**src/rtl/ubg_pkg.sv**
```systemverilog
package ubg_pkg;

    // control machine states
    typedef enum logic [0:0] {
        ST_HALT = 1'b0,
        ST_RUN  = 1'b1
    } ubg_state_e;

    // smallest usable bit divisor
    localparam int unsigned BDIV_FLOOR = 4;

    // effective bit divisor after clamping
    function automatic logic [7:0] clamp_bdiv(input logic [7:0] raw);
        return (raw < 8'(BDIV_FLOOR)) ? 8'(BDIV_FLOOR) : raw;
    endfunction

endpackage

```
**src/rtl/ubg_prescale.sv**
```systemverilog
module ubg_prescale #(
    parameter int unsigned PRE_DIV = 8
) (
    input  logic clk,
    input  logic rst_n,
    input  logic reload,
    input  logic presc_sel,
    output logic ref_en
);
    localparam int unsigned PW = (PRE_DIV > 1) ? $clog2(PRE_DIV) : 1;
    localparam logic [PW-1:0] LAST = PW'(PRE_DIV - 1);

    generate
        if (PRE_DIV > 1) begin : g_div
            logic [PW-1:0] cnt_q;
            logic          wrap;

            assign wrap = (cnt_q == LAST);

            always_ff @(posedge clk or negedge rst_n) begin
                if (!rst_n) begin
                    cnt_q <= '0;
                end else if (reload || wrap) begin
                    cnt_q <= '0;
                end else begin
                    cnt_q <= cnt_q + PW'(1);
                end
            end

            assign ref_en = presc_sel ? wrap : 1'b1;
        end else begin : g_nodiv
            logic unused_in;
            assign unused_in = reload ^ presc_sel;
            assign ref_en    = 1'b1;
        end
    endgenerate

endmodule

```
**src/rtl/ubg_cd_stage.sv**
```systemverilog
module ubg_cd_stage #(
    parameter int unsigned CD_W = 16
) (
    input  logic            clk,
    input  logic            rst_n,
    input  logic            reload,
    input  logic            run,
    input  logic            ref_en,
    input  logic [CD_W-1:0] cd,
    output logic            sample_tick
);
    logic [CD_W-1:0] cnt_q;
    logic            tick_q;
    logic            at_end;

    assign at_end = (cnt_q == (cd - CD_W'(1)));

    always_ff @(posedge clk or negedge rst_n) begin
        if (!rst_n) begin
            cnt_q  <= '0;
            tick_q <= 1'b0;
        end else if (reload || !run) begin
            cnt_q  <= '0;
            tick_q <= 1'b0;
        end else if (ref_en) begin
            if (at_end) begin
                cnt_q  <= '0;
                tick_q <= 1'b1;
            end else begin
                cnt_q  <= cnt_q + CD_W'(1);
                tick_q <= 1'b0;
            end
        end else begin
            tick_q <= 1'b0;
        end
    end

    assign sample_tick = tick_q;

endmodule

```
**src/rtl/ubg_bdiv_stage.sv**
```systemverilog
module ubg_bdiv_stage
    import ubg_pkg::*;
#(
    parameter int unsigned BD_W = 8
) (
    input  logic            clk,
    input  logic            rst_n,
    input  logic            reload,
    input  logic            sample_tick,
    input  logic [BD_W-1:0] bdiv,
    output logic            baud_tick
);
    logic [BD_W-1:0] cnt_q;
    logic [BD_W-1:0] eff;
    logic            baud_q;

    assign eff = (bdiv < BD_W'(BDIV_FLOOR)) ? BD_W'(BDIV_FLOOR) : bdiv;

    always_ff @(posedge clk or negedge rst_n) begin
        if (!rst_n) begin
            cnt_q  <= '0;
            baud_q <= 1'b0;
        end else if (reload) begin
            cnt_q  <= '0;
            baud_q <= 1'b0;
        end else if (sample_tick) begin
            if (cnt_q == eff) begin
                cnt_q  <= '0;
                baud_q <= 1'b1;
            end else begin
                cnt_q  <= cnt_q + BD_W'(1);
                baud_q <= 1'b0;
            end
        end else begin
            baud_q <= 1'b0;
        end
    end

    assign baud_tick = baud_q;

endmodule

```
**src/rtl/uart_baud_gen.sv**
```systemverilog
module uart_baud_gen
    import ubg_pkg::*;
#(
    parameter int unsigned CD_W     = 16,
    parameter int unsigned BD_W     = 8,
    parameter int unsigned PRE_DIV  = 8,
    parameter int unsigned CD_RST   = 0,
    parameter int unsigned BDIV_RST = 4
) (
    input  logic            clk,
    input  logic            rst_n,
    input  logic            cd_wr,
    input  logic [CD_W-1:0] cd_wdata,
    input  logic            bdiv_wr,
    input  logic [BD_W-1:0] bdiv_wdata,
    input  logic            presc_sel,
    output logic            sample_tick,
    output logic            baud_tick
);
    localparam logic [CD_W-1:0] CD_INIT = CD_W'(CD_RST);
    localparam logic [BD_W-1:0] BD_INIT = BD_W'(BDIV_RST);

    ubg_state_e      state_q, state_d;
    logic [CD_W-1:0] cd_q;
    logic [BD_W-1:0] bdiv_q;
    logic            presc_q;
    logic            reload;
    logic            run;
    logic            ref_en;

    // divisor registers and prescale history
    always_ff @(posedge clk or negedge rst_n) begin
        if (!rst_n) begin
            cd_q    <= CD_INIT;
            bdiv_q  <= BD_INIT;
            presc_q <= 1'b0;
        end else begin
            if (cd_wr)   cd_q   <= cd_wdata;
            if (bdiv_wr) bdiv_q <= bdiv_wdata;
            presc_q <= presc_sel;
        end
    end

    assign reload = cd_wr | bdiv_wr | (presc_sel ^ presc_q);

    // state register
    always_ff @(posedge clk or negedge rst_n) begin
        if (!rst_n) begin
            state_q <= (CD_INIT == '0) ? ST_HALT : ST_RUN;
        end else begin
            state_q <= state_d;
        end
    end

    // next state
    always_comb begin
        state_d = state_q;
        unique case (state_q)
            ST_HALT: if (cd_wr && (cd_wdata != '0)) state_d = ST_RUN;
            ST_RUN:  if (cd_wr && (cd_wdata == '0)) state_d = ST_HALT;
            default: state_d = ST_HALT;
        endcase
    end

    // state outputs
    always_comb begin
        run = 1'b0;
        unique case (state_q)
            ST_HALT: run = 1'b0;
            ST_RUN:  run = 1'b1;
            default: run = 1'b0;
        endcase
    end

    ubg_prescale #(.PRE_DIV(PRE_DIV)) u_pre (
        .clk       (clk),
        .rst_n     (rst_n),
        .reload    (reload),
        .presc_sel (presc_sel),
        .ref_en    (ref_en)
    );

    ubg_cd_stage #(.CD_W(CD_W)) u_cd (
        .clk         (clk),
        .rst_n       (rst_n),
        .reload      (reload),
        .run         (run),
        .ref_en      (ref_en),
        .cd          (cd_q),
        .sample_tick (sample_tick)
    );

    ubg_bdiv_stage #(.BD_W(BD_W)) u_bd (
        .clk         (clk),
        .rst_n       (rst_n),
        .reload      (reload),
        .sample_tick (sample_tick),
        .bdiv        (bdiv_q),
        .baud_tick   (baud_tick)
    );

endmodule

```
**config.mk**
```make
export PLATFORM = sky130hd
export DESIGN_NAME = uart_baud_gen
export DESIGN_NICKNAME = d
export VERILOG_FILES = /design/src/rtl/ubg_pkg.sv /design/src/rtl/ubg_prescale.sv /design/src/rtl/ubg_cd_stage.sv /design/src/rtl/ubg_bdiv_stage.sv /design/src/rtl/uart_baud_gen.sv
export SDC_FILE = /design/constraint.sdc
export NUM_CORES = 1
export LEC_CHECK = 0
export BUFFER_PORTS_ARGS = -buffer_cell sky130_fd_sc_hd__buf_4
export CAP_MARGIN = 10
export CORE_MARGIN = 8
export CORE_UTILIZATION = 60
export CTS_BUF_LIST = sky130_fd_sc_hd__clkbuf_16
export DETAILED_ROUTE_END_ITERATION = 7
export GPL_TIMING_DRIVEN = 0
export HOLD_SLACK_MARGIN = 0.02
export PLACE_DENSITY = 0.89
export SETUP_SLACK_MARGIN = 0.15
export SLEW_MARGIN = 20
export SYNTH_ARGS = -nofsm -noshare
export SYNTH_HDL_FRONTEND = slang
export SYNTH_SLANG_ARGS = --single-unit
```
**constraint.sdc**
```tcl
create_clock -name clk -period 3.8 [get_ports clk]
set_clock_uncertainty 0.05 [all_clocks]
set_input_delay 0.76 -clock clk [delete_from_list [all_inputs] [get_ports clk]]
set_output_delay 0.76 -clock clk [all_outputs]
set_load 0.005 [all_outputs]
```
# == Yosys cells after proc, flatten, opt, wreduce, memory -nomap -nowiden ==
# Index checks and enable logic that the tools add are counted.
# word_totals
reg_bits,55
wordCells,49
out_inout_bits,2
# op_classes
bitwise_logic,4
n_reduce_logical,9
n_addsub,4
eq_ne,3
mux,19
n_lt_le_gt_ge,1
# ops
op,n
16-bit two-way mux,3
8-bit two-way mux,4
"16-bit by 1-bit adder with 16-bit output, second input constant",1
16-bit equality test,1
16-bit zero test,1
16-bit nonzero test,1
"16-bit by 1-bit subtractor with 16-bit output, second input constant",1
1-bit two-way mux,9
"8-bit by 1-bit adder with 8-bit output, second input constant",1
8-bit equality test,1
"8-bit by 3-bit less-than comparator with 1-bit output, second input constant",1
1-bit case mux with 2 select lines,2
2-bit nonzero test,2
"3-bit by 1-bit adder with 3-bit output, second input constant",1
"3-bit equality test, second input constant",1
3-bit two-way mux,1
1-bit logical AND,2
1-bit logical OR,2
1-bit OR,2
1-bit zero test,1
1-bit NOT,1
1-bit XOR,1

# == Logic depth before layout (Yosys ltp) ==
# Gate-level depths: netlist of the first run.
# logic_depth
word_depth,6
mapped_depth,11
ltp_nobuf,9

# == Hierarchy ==
# Synthesis of the first run repeated with hierarchy kept, for this count alone.
# hier_totals
cells_unflattened,320
hier_area_um2,3271.9
# by_module_without_submodules
mod,cells_each,area_per_inst_um2,seq_area_each_um2,instances
ubg_cd_stage,180,1450.1,425.4,1
uart_baud_gen,62,1026.0,651.9,1
ubg_bdiv_stage,69,669.4,225.2,1
ubg_prescale,9,126.4,75.1,1

# == Least setup slack after synthesis of the first run ==
# OpenSTA, ideal clock, no wires.
# synth_timing
path_kind,register -> register
start,register cd_q[0]
end,register u_cd.cnt_q[13]
path_buffers,2
path_stages_with_launch,12
arrival_ns,2.708
required_ns,3.624
path_slack_ns,0.916
setup_time_ns,0.126
path_cell_list,dfrtp_1 -> inv_1 -> ha_1 -> buf_2 -> or4b_4 -> a2111o_1 -> o21ai_0 -> a32oi_1 -> nor4_4 -> nor3_4 -> buf_6 -> a221o_1
# synth_between
elab_chain_len,5
# synth_rtl
element,line_no,source
"start, declared",uart_baud_gen.sv:24,logic [CD_W-1:0] cd_q;
"start signal, assigned",uart_baud_gen.sv:38,if (cd_wr) cd_q <= cd_wdata;
16-bit by 1-bit subtractor with 16-bit output,ubg_cd_stage.sv:16,assign at_end = (cnt_q == (cd - CD_W'(1)));
16-bit equality test,ubg_cd_stage.sv:16,
16-bit two-way mux,ubg_cd_stage.sv:26,if (at_end) begin
16-bit two-way mux,ubg_cd_stage.sv:25,end else if (ref_en) begin
16-bit two-way mux,ubg_cd_stage.sv:22,end else if (reload || !run) begin
"end signal, assigned",ubg_cd_stage.sv:30,cnt_q <= cnt_q + CD_W'(1);
"end, declared",ubg_cd_stage.sv:12,logic [CD_W-1:0] cnt_q;
# Every way passes these cells. The select of a mux whose other input is x is not followed.
# A chain may end at the register's enable or synchronous reset.

# == Worst setup path in the final report of the first run ==
# Ends and elaborated chain as after synthesis.

==> results of run 1 <==
## state kept, by name (all words and copies together) (netlist names), named ones only
register / flops
bdiv_q: 8
cd_q: 16
presc_q: 1
u_bd.baud_tick: 1
u_bd.cnt_q: 8
u_cd.cnt_q: 16
u_cd.sample_tick: 1
u_pre.g_div.cnt_q: 3
## power by group through the flow
stage	Combinational [W]	Clock, W	Sequential (W)
6_report	0.000184	0.000509	0.000647
3_3_place_gp	0.000170	0	0.000653
5_1_grt	0.000201	0.000532	0.000650
2_1_floorplan	0.000118	0	0.000646
4_1_cts	0.000183	0.000515	0.000646
3_5_place_dp	0.000181	0	0.000656
## layout by cell type (no fill, tap or decap), types with 3 or more instances in the layout
cell type | Yosys | routed
sky130_fd_sc_hd__nor2b_1 | 3 | 3
sky130_fd_sc_hd__nand4_1 | 7 | 7
sky130_fd_sc_hd__nand3_1 | 13 | 13
sky130_fd_sc_hd__nand2b_1 | 5 | 5
sky130_fd_sc_hd__nand2_1 | 31 | 31
sky130_fd_sc_hd__or2_2 | 4 | 4
sky130_fd_sc_hd__xor2_1 | 12 | 12
sky130_fd_sc_hd__dfrtp_1 | 54 | 54
sky130_fd_sc_hd__mux2_2 | 20 | 20
sky130_fd_sc_hd__nor3_1 | 15 | 15
sky130_fd_sc_hd__xnor2_1 | 16 | 16
sky130_fd_sc_hd__a311oi_1 | 3 | 3
sky130_fd_sc_hd__buf_4 | 1 | 30
sky130_fd_sc_hd__and2_1 | 3 | 3
sky130_fd_sc_hd__clkbuf_16 | 0 | 5
sky130_fd_sc_hd__a221o_1 | 14 | 14
sky130_fd_sc_hd__nor2_1 | 34 | 34
sky130_fd_sc_hd__a21oi_1 | 4 | 4
sky130_fd_sc_hd__o21ai_0 | 12 | 12
sky130_fd_sc_hd__nor4_1 | 9 | 9
sky130_fd_sc_hd__nor3b_1 | 3 | 3
sky130_fd_sc_hd__inv_1 | 8 | 8
sky130_fd_sc_hd__or3_1 | 6 | 6
sky130_fd_sc_hd__clkbuf_1 | 12 | 12
sky130_fd_sc_hd__ha_1 | 5 | 5
sky130_fd_sc_hd__and3_1 | 8 | 8
sky130_fd_sc_hd__and4_1 | 3 | 3
## logic make-up after synthesis
kind of cell	after synthesis	synth area share [%]
AO/OA/AOI/OAI	53	12.46
buffers and inverters	26	3.331
XOR/XNOR	28	7.335
AND/OR/NAND/NOR	161	27.06
adder cells (fa/ha/maj)	5	1.871
multiplexers	20	6.737
flip-flops	55	41.21
## area by class of cell
cell class	instances	area share [%]
Clock inverter	3	1.017
Timing Repair Buffer	29	5.707
Multi-Input combinational cell	267	48.61
Inverter	8	0.7871
Buffer	18	2.132
Sequential cell	55	36.11
Clock buffer	5	3.280
Tap cell	72	2.361
## final timing paths
kind                       slack, ps              endpoint            startpoint  cells past startpoint
max in group asynchronous       2800         u_bd.cnt_q[6]                 rst_n                      1
hold / removal                   400  u_pre.g_div.cnt_q[0]  u_pre.g_div.cnt_q[0]                      1
hold reg to reg                  400  u_pre.g_div.cnt_q[0]  u_pre.g_div.cnt_q[0]                      1
min in group asynchronous        450  u_pre.g_div.cnt_q[2]                 rst_n                      1
setup / recovery                 410        u_cd.cnt_q[13]               cd_q[0]                     11
setup reg to reg                 410        u_cd.cnt_q[13]               cd_q[0]                     11
## stage by stage
step | power, W | cells
floorplan | 0.0007649 | 348
global placement | 0.0008228 | 449
detailed placement | 0.0008365 | 449
CTS | 0.001344 | 457
global route | 0.001382 | 457
finish | 0.001340 | 457
## routing by layer
| layer | vias up | GRT usage (%) | share of wire [%] |
|---|---|---|---|
| li1 | 1362 | - | - |
| met1 | 1419 | 22.68 | 41 |
| met2 | 147 | 35.44 | 50 |
| met3 | 34 | 4.323 | 6.2 |
| met4 | 0 | 9.431 | 3.1 |
| met5 | - | 0 | 0 |
==> run_summary.xml, run 1 <==
<?xml version="1.0" encoding="UTF-8"?>
<metrics>
  <group name="logic_synthesis">
    <metric name="netlist.top_cell.by_area" unit="">sky130_fd_sc_hd__dfrtp_1</metric>
    <metric name="synth.ff_latch_count" unit="">55</metric>
    <metric name="yosys-top-cells-count" unit="">sky130_fd_sc_hd__dfrtp_1, sky130_fd_sc_hd__nor2_1, sky130_fd_sc_hd__nand2_1, sky130_fd_sc_hd__mux2_2, sky130_fd_sc_hd__xnor2_1</metric>
    <metric name="fraction_of_registers_with_async_set_or_reset_after_synthesis" unit="%">100.0</metric>
    <metric name="synthMostInstantiatedCell" unit="">sky130_fd_sc_hd__dfrtp_1</metric>
    <metric name="synthesis.yosys.warnings" unit="">0</metric>
    <metric name="synthCells" unit="">348</metric>
    <metric name="ys_top_cells_by_area" unit="">sky130_fd_sc_hd__dfrtp_1, sky130_fd_sc_hd__mux2_2, sky130_fd_sc_hd__a221o_1</metric>
    <metric name="share_of_the_synthesized_area_in_the_top_cell_type" unit="%">40.42</metric>
    <metric name="post_synth_num_cell_types" unit="">58</metric>
    <metric name="synthesis.area" unit="um2">3343</metric>
    <metric name="postSynth.topFlopCell" unit="">sky130_fd_sc_hd__dfrtp_1</metric>
    <metric name="post_synth.cell_area_avg" unit="um2">9.607</metric>
    <metric name="number_of_nets_produced_by_synthesis" unit="">382</metric>
    <metric name="seq_area_frac_synth" unit="%">41.21</metric>
    <metric name="synth_edf_count" unit="">0</metric>
  </group>
  <group name="critical_path">
    <metric name="worstPathBufferInverterCount" unit="">3</metric>
    <metric name="crit_family" unit="">simple AND/OR/NAND/NOR gates</metric>
    <metric name="timing.critical_path.required" unit="ps">3920</metric>
    <metric name="worstSetupEndpointType" unit="">register</metric>
    <metric name="cp_max_fo" unit="">10</metric>
    <metric name="timing.setup.critical_path_class" unit="">register to register</metric>
    <metric name="arrival" unit="ps">3520</metric>
    <metric name="cp_slowest_cell" unit="">sky130_fd_sc_hd__nor4b_2</metric>
    <metric name="cp-start-kind" unit="">register</metric>
    <metric name="path_cells" unit="">inv_1 -&gt; ha_1 -&gt; buf_2 -&gt; nor4b_2 -&gt; nand2_1 -&gt; or4_1 -&gt; a32o_1 -&gt; nor4_4 -&gt; nor3_4 -&gt; buf_6 -&gt; a221o_1</metric>
    <metric name="slowest_delay" unit="ps">460</metric>
  </group>
  <group name="pwr">
    <metric name="pwr-share-comb" unit="%">13.7</metric>
    <metric name="clkPwrFrac" unit="%">38.0</metric>
    <metric name="p_seq_share" unit="%">48.3</metric>
    <metric name="power_density" unit="nW/um2">351.3</metric>
    <metric name="vdd.ir_drop.worst" unit="mV">0.2677</metric>
    <metric name="net-switching-power" unit="W">0.0003356</metric>
    <metric name="power.share.switching" unit="%">25.04</metric>
    <metric name="p_int" unit="W">0.001005</metric>
    <metric name="cellLeakagePower" unit="nW">1.639</metric>
  </group>
  <group name="floorplanning">
    <metric name="placement_rows" unit="">27</metric>
    <metric name="io_pins" unit="">31</metric>
    <metric name="floorplan.die.height" unit="um">90.65</metric>
    <metric name="floorplan.die.width" unit="um">90.65</metric>
    <metric name="floorplan.die_area" unit="um2">8217</metric>
    <metric name="initial_cell_density_of_the_core" unit="%">61.47</metric>
    <metric name="floorplan.core_area" unit="um2">5439</metric>
  </group>
  <group name="routing">
    <metric name="drc" unit="">0</metric>
    <metric name="drt-pass1-iter-count" unit="">7</metric>
    <metric name="route.final.wire_length" unit="um">8039</metric>
    <metric name="avgRoutedWirePerCell" unit="um">17.59</metric>
    <metric name="dr_total_vias" unit="">2962</metric>
    <metric name="via_per_inst" unit="">6.481</metric>
    <metric name="detailedRoute.firstIterationViolations" unit="">236</metric>
    <metric name="postRouteAntennaNets" unit="">0</metric>
  </group>
  <group name="cts">
    <metric name="register_clock_pin_slew_on_the_reported_worst_setup_and_hold_paths" unit="ps">70</metric>
    <metric name="cts_root_buf" unit="">sky130_fd_sc_hd__clkbuf_16</metric>
    <metric name="cts_made_buffers" unit="">5</metric>
    <metric name="clock-sinks" unit="">55</metric>
    <metric name="worst_skew_pair.late_latency" unit="ps">290</metric>
    <metric name="cts.path.max_buffers" unit="">2</metric>
    <metric name="h-tree-depth" unit="">2</metric>
    <metric name="hold_buf_cts" unit="">0</metric>
    <metric name="post_cts_resize_count" unit="">0</metric>
    <metric name="post-cts-setup-buffer-count" unit="">0</metric>
    <metric name="cts_tree" unit="">done</metric>
  </group>
  <group name="global_route">
    <metric name="grt_overflow" unit="">0</metric>
    <metric name="grt_max_degree" unit="">56</metric>
    <metric name="via_count_of_the_first_global_routing_pass" unit="">2991</metric>
    <metric name="initial_antenna_violation_count" unit="">0</metric>
    <metric name="total_global_routing_track_utilization" unit="%">20.18</metric>
    <metric name="wire_length_of_the_first_global_routing_pass" unit="um">13820</metric>
  </group>
  <group name="sta">
    <metric name="rsz0062_at_grt" unit="">false</metric>
    <metric name="post-route-worst-setup-slack" unit="ps">405.9</metric>
    <metric name="final_period_minus_worst_setup_slack" unit="ps">3394</metric>
    <metric name="finalSetupViolCount" unit="">0</metric>
    <metric name="fin_worst_hold_slack" unit="ps">396.3</metric>
    <metric name="fmax" unit="GHz">0.2946</metric>
    <metric name="min_period_over_period" unit="%">89.32</metric>
    <metric name="hold_viol_final" unit="">0</metric>
    <metric name="relSlewSlack" unit="%">55.02</metric>
    <metric name="timing.setup.tns" unit="ps">0</metric>
    <metric name="slew_violations" unit="">0</metric>
    <metric name="worst-slew-pin-transition" unit="ps">674.7</metric>
  </group>
  <group name="cells_and_area">
    <metric name="nNetsFinal" unit="">418</metric>
    <metric name="postLayoutCellArea" unit="um2">3815</metric>
    <metric name="final_util" unit="%">70.14</metric>
    <metric name="antennaDiodeCount" unit="">0</metric>
    <metric name="multiInputGateArea" unit="um2">1854</metric>
    <metric name="fillers" unit="">376</metric>
    <metric name="syn2layout_area_growth" unit="%">14.11</metric>
    <metric name="area_occupied_by_registers" unit="um2">1378</metric>
    <metric name="layout-drive-gt1-share" unit="%">18.70</metric>
  </group>
  <group name="placement">
    <metric name="total_placed_instance_area" unit="um2">3651</metric>
    <metric name="worst_setup_slack_after_placement" unit="ps">491.2</metric>
    <metric name="gp_congestion" unit="">0.8349</metric>
    <metric name="place.detailed.hpwl" unit="um">5938</metric>
    <metric name="io_buffers" unit="">29</metric>
  </group>
  <group name="run_status">
    <metric name="result_of_the_run" unit="">finished, final reports clean</metric>
  </group>
  <group name="worst_hold_path">
    <metric name="min_path_type" unit="">register to register</metric>
  </group>
  <group name="flow_run">
    <metric name="cap_violations" unit="">0</metric>
  </group>
</metrics>
No activity file was read; power rests on OpenSTA's default activity.
==> inputs of run 2 (changes only) <==
--- a/config.mk
+++ b/config.mk
@@ -8,14 +8,16 @@
 export BUFFER_PORTS_ARGS = -buffer_cell sky130_fd_sc_hd__buf_4
 export CAP_MARGIN = 10
 export CORE_MARGIN = 8
-export CORE_UTILIZATION = 60
+export CORE_UTILIZATION = 59
 export CTS_BUF_LIST = sky130_fd_sc_hd__clkbuf_16
 export DETAILED_ROUTE_END_ITERATION = 7
 export GPL_TIMING_DRIVEN = 0
 export HOLD_SLACK_MARGIN = 0.02
-export PLACE_DENSITY = 0.89
+export MAX_ROUTING_LAYER = met4
+export PLACE_DENSITY = 0.88
 export SETUP_SLACK_MARGIN = 0.15
 export SLEW_MARGIN = 20
 export SYNTH_ARGS = -nofsm -noshare
 export SYNTH_HDL_FRONTEND = slang
+export SYNTH_HIERARCHICAL = 1
 export SYNTH_SLANG_ARGS = --single-unit
==> run_summary.xml, run 2 <==
<?xml version="1.0" encoding="UTF-8"?>
<metrics>
  <group name="cts">
    <metric name="hold_buf_cts" unit="">0</metric>
    <metric name="h-tree-depth" unit="">2</metric>
    <metric name="clock-sinks" unit="">55</metric>
    <metric name="cts_root_buf" unit="">sky130_fd_sc_hd__clkbuf_16</metric>
    <metric name="register_clock_pin_slew_on_the_reported_worst_setup_and_hold_paths" unit="ps">60</metric>
    <metric name="cts.path.max_buffers" unit="">2</metric>
    <metric name="worst_skew_pair.late_latency" unit="ps">290</metric>
    <metric name="post_cts_resize_count" unit="">0</metric>
    <metric name="cts_made_buffers" unit="">5</metric>
    <metric name="post-cts-setup-buffer-count" unit="">0</metric>
    <metric name="cts_tree" unit="">done</metric>
  </group>
  <group name="pwr">
    <metric name="vdd.ir_drop.worst" unit="mV">0.2309</metric>
    <metric name="cellLeakagePower" unit="nW">1.478</metric>
    <metric name="power_density" unit="nW/um2">336.5</metric>
  </group>
  <group name="critical_path">
    <metric name="timing.setup.critical_path_class" unit="">register to register</metric>
    <metric name="timing.reg2reg.setup_slack" unit="ps">460</metric>
    <metric name="timing.critical_path.required" unit="ps">3900</metric>
    <metric name="arrival" unit="ps">3450</metric>
    <metric name="cp-start-kind" unit="">register</metric>
    <metric name="worstSetupEndpointType" unit="">register</metric>
    <metric name="cp_max_fo" unit="">10</metric>
  </group>
  <group name="routing">
    <metric name="drt-pass1-iter-count" unit="">5</metric>
    <metric name="detailedRoute.firstIterationViolations" unit="">138</metric>
    <metric name="via_per_inst" unit="">6.091</metric>
    <metric name="route.final.wire_length" unit="um">7026</metric>
    <metric name="dr_total_vias" unit="">2607</metric>
    <metric name="drc" unit="">0</metric>
    <metric name="postRouteAntennaNets" unit="">0</metric>
    <metric name="avgRoutedWirePerCell" unit="um">16.42</metric>
  </group>
  <group name="floorplanning">
    <metric name="floorplan.die.height" unit="um">90.47</metric>
    <metric name="floorplan.die.width" unit="um">90.47</metric>
    <metric name="placement_rows" unit="">27</metric>
    <metric name="io_pins" unit="">31</metric>
    <metric name="initial_cell_density_of_the_core" unit="%">60.16</metric>
    <metric name="floorplan.die_area" unit="um2">8185</metric>
    <metric name="floorplan.core_area" unit="um2">5439</metric>
  </group>
  <group name="sta">
    <metric name="finalSetupViolCount" unit="">0</metric>
    <metric name="worst-slew-pin-transition" unit="ps">693.4</metric>
    <metric name="hold_viol_final" unit="">0</metric>
    <metric name="relSlewSlack" unit="%">53.78</metric>
    <metric name="rsz0062_at_grt" unit="">false</metric>
    <metric name="fmax" unit="GHz">0.2991</metric>
    <metric name="timing.setup.tns" unit="ps">0</metric>
    <metric name="min_period_over_period" unit="%">88.00</metric>
    <metric name="final_period_minus_worst_setup_slack" unit="ps">3344</metric>
    <metric name="fin_worst_hold_slack" unit="ps">384.4</metric>
    <metric name="slew_violations" unit="">0</metric>
  </group>
  <group name="run_status">
    <metric name="result_of_the_run" unit="">finished, final reports clean</metric>
  </group>
  <group name="placement">
    <metric name="io_buffers" unit="">28</metric>
    <metric name="place.detailed.hpwl" unit="um">5222</metric>
    <metric name="gp_congestion" unit="">0.8826</metric>
  </group>
  <group name="global_route">
    <metric name="grt_overflow" unit="">0</metric>
    <metric name="initial_antenna_violation_count" unit="">0</metric>
    <metric name="total_global_routing_track_utilization" unit="%">18.31</metric>
    <metric name="wire_length_of_the_first_global_routing_pass" unit="um">12190</metric>
    <metric name="via_count_of_the_first_global_routing_pass" unit="">2643</metric>
    <metric name="grt_max_degree" unit="">56</metric>
  </group>
  <group name="logic_synthesis">
    <metric name="ys_top_cells_by_area" unit="">sky130_fd_sc_hd__dfrtp_1, sky130_fd_sc_hd__mux2_2, sky130_fd_sc_hd__xnor2_1</metric>
    <metric name="synth-compound-area-share" unit="%">11.74</metric>
    <metric name="post_synth.cell_area_avg" unit="um2">10.22</metric>
    <metric name="synthMuxAreaShare" unit="%">9.484</metric>
    <metric name="post_synth_num_cell_types" unit="">52</metric>
    <metric name="largest_family_of_logic_cells_by_synthesized_area" unit="">simple AND/OR/NAND/NOR gates</metric>
    <metric name="post_synth_and_or_nand_nor_area_fraction" unit="%">24.40</metric>
    <metric name="synthesis.area" unit="um2">3272</metric>
    <metric name="netlist.top_cell.by_area" unit="">sky130_fd_sc_hd__dfrtp_1</metric>
    <metric name="synth_edf_count" unit="">0</metric>
    <metric name="share_of_the_synthesized_area_in_the_top_cell_type" unit="%">41.30</metric>
    <metric name="synthCells" unit="">320</metric>
    <metric name="synthesis.yosys.warnings" unit="">6</metric>
    <metric name="synth.ff_latch_count" unit="">55</metric>
    <metric name="synthMostInstantiatedCell" unit="">sky130_fd_sc_hd__dfrtp_1</metric>
    <metric name="xor_xnor_share_of_the_synthesized_area" unit="%">6.692</metric>
    <metric name="postSynth.topFlopCell" unit="">sky130_fd_sc_hd__dfrtp_1</metric>
    <metric name="synth-adder-area-share" unit="%">1.912</metric>
    <metric name="seq_area_frac_synth" unit="%">42.10</metric>
    <metric name="fraction_of_registers_with_async_set_or_reset_after_synthesis" unit="%">100.0</metric>
    <metric name="yosys-top-cells-count" unit="">sky130_fd_sc_hd__dfrtp_1, sky130_fd_sc_hd__mux2_2, sky130_fd_sc_hd__nand3_1, sky130_fd_sc_hd__a21oi_1</metric>
    <metric name="number_of_nets_produced_by_synthesis" unit="">354</metric>
  </group>
  <group name="cells_and_area">
    <metric name="antennaDiodeCount" unit="">0</metric>
    <metric name="layout-drive-gt1-share" unit="%">23.03</metric>
    <metric name="syn2layout_area_growth" unit="%">13.35</metric>
    <metric name="nNetsFinal" unit="">389</metric>
    <metric name="most-common-layout-cells" unit="">sky130_fd_sc_hd__dfrtp_1, sky130_fd_sc_hd__buf_4, sky130_fd_sc_hd__mux2_2</metric>
    <metric name="layout_top_registers" unit="">cd_q x16, u_cd/cnt_q x16</metric>
    <metric name="fillers" unit="">408</metric>
    <metric name="layout_commonest_cell" unit="">sky130_fd_sc_hd__dfrtp_1</metric>
  </group>
  <group name="flow_run">
    <metric name="cap_violations" unit="">0</metric>
  </group>
  <group name="worst_hold_path">
    <metric name="min_path_type" unit="">register to register</metric>
  </group>
</metrics>
run 2: changes by cell type after synthesis, moves of 4 or more:
cell                        previous run  this run
sky130_fd_sc_hd__nor2_1               34        17
sky130_fd_sc_hd__a21oi_1               4        19
sky130_fd_sc_hd__clkbuf_1             12         6
sky130_fd_sc_hd__nand2_1              31        13
sky130_fd_sc_hd__o21ai_0              12         7
sky130_fd_sc_hd__or3_1                 6        17
sky130_fd_sc_hd__a221o_1              14         0
sky130_fd_sc_hd__mux2_2               20        24
sky130_fd_sc_hd__nand3_1              13        23
sky130_fd_sc_hd__nor3_1               15        10
sky130_fd_sc_hd__a2111oi_2             0         6
sky130_fd_sc_hd__mux2i_1               0         4
run 2: routing by layer:
| metal | wire, um | global-route usage [%] |
|---|---|---|
| met5 | 0 | - |
| met4 | 167 | 7.906 |
| met3 | 286 | 3.658 |
| met2 | 3626 | 30.33 |
| met1 | 2945 | 21.09 |
run 2: path summary, 6_finish.rpt:
check                                           from              endpoint  cells after the start
worst max-delay path                         cd_q[3]         u_cd/cnt_q[1]                     11
worst min-delay path            u_pre/g_div.cnt_q[0]  u_pre/g_div.cnt_q[0]                      1
worst max register to register               cd_q[3]         u_cd/cnt_q[1]                     11
worst min register to register  u_pre/g_div.cnt_q[0]  u_pre/g_div.cnt_q[0]                      1
max in group asynchronous                      rst_n         u_cd/cnt_q[8]                      1
min in group asynchronous                      rst_n         u_bd/cnt_q[2]                      1
run 2: worst max-delay path, cell delays in order (launching register included):
cell and delay, ps:
sky130_fd_sc_hd__dfrtp_1 390, sky130_fd_sc_hd__buf_6 140, sky130_fd_sc_hd__or4_1 510, sky130_fd_sc_hd__buf_2 190
sky130_fd_sc_hd__or4_1 490, sky130_fd_sc_hd__a21oi_1 160, sky130_fd_sc_hd__nor2_1 70, sky130_fd_sc_hd__a2111oi_2 540
sky130_fd_sc_hd__and2_4 290, sky130_fd_sc_hd__buf_6 140, sky130_fd_sc_hd__a2bb2oi_1 160, sky130_fd_sc_hd__nor2_1 60
run 2: logic make-up (layout without fill, tap and decap cells):
kind of cell | Yosys count | in the layout
AOI/OAI and AO/OA | 50 | 50
adders and majority gates | 5 | 5
and+or+nand+nor | 134 | 134
buffers and inverters | 23 | 59
muxes | 28 | 28
DFF | 55 | 55
xor gates and xnor gates | 25 | 25
run 2: power breakdown:
part	switching [W]	total [W]	leakage (nW)	internal (W)
combinational	0.0000822	0.000166	0.704	0.0000842
sequential	0.0000362	0.000650	0.704	0.000614
clock	0.000194	0.000432	0.0701	0.000238
run 2: through the flow:
| stage | instances | instance area (um2) | worst slack, ps | util, % | power [W] |
|---|---|---|---|---|---|
| 2_1_floorplan | 320 | 3272 | 735.4 | - | 0.0007615 |
| 3_5_place_dp | 420 | 3572 | 518.0 | 65.68 | 0.0008273 |
| 4_1_cts | 428 | 3709 | 500.3 | 68.19 | 0.001258 |
| 3_3_place_gp | 420 | 3572 | 547.6 | 65.68 | 0.0008174 |
| 5_1_grt | 428 | 3709 | 261.4 | 68.19 | 0.001300 |
| 6_report | 428 | 3709 | 456.1 | 68.19 | 0.001248 |
run 2: layout make-up:
cell class                      count  area (um2)  share of cell area [%]
Tap cell                           72       90.09                   2.429
Buffer                             14       86.33                   2.328
Sequential cell                    55        1378                   37.15
Timing Repair Buffer               28       210.2                   5.668
Clock buffer                        5       125.1                   3.374
Clock inverter                      3       11.26                  0.3036
Inverter                            9       33.78                  0.9109
Multi-Input combinational cell    242        1774                   47.84
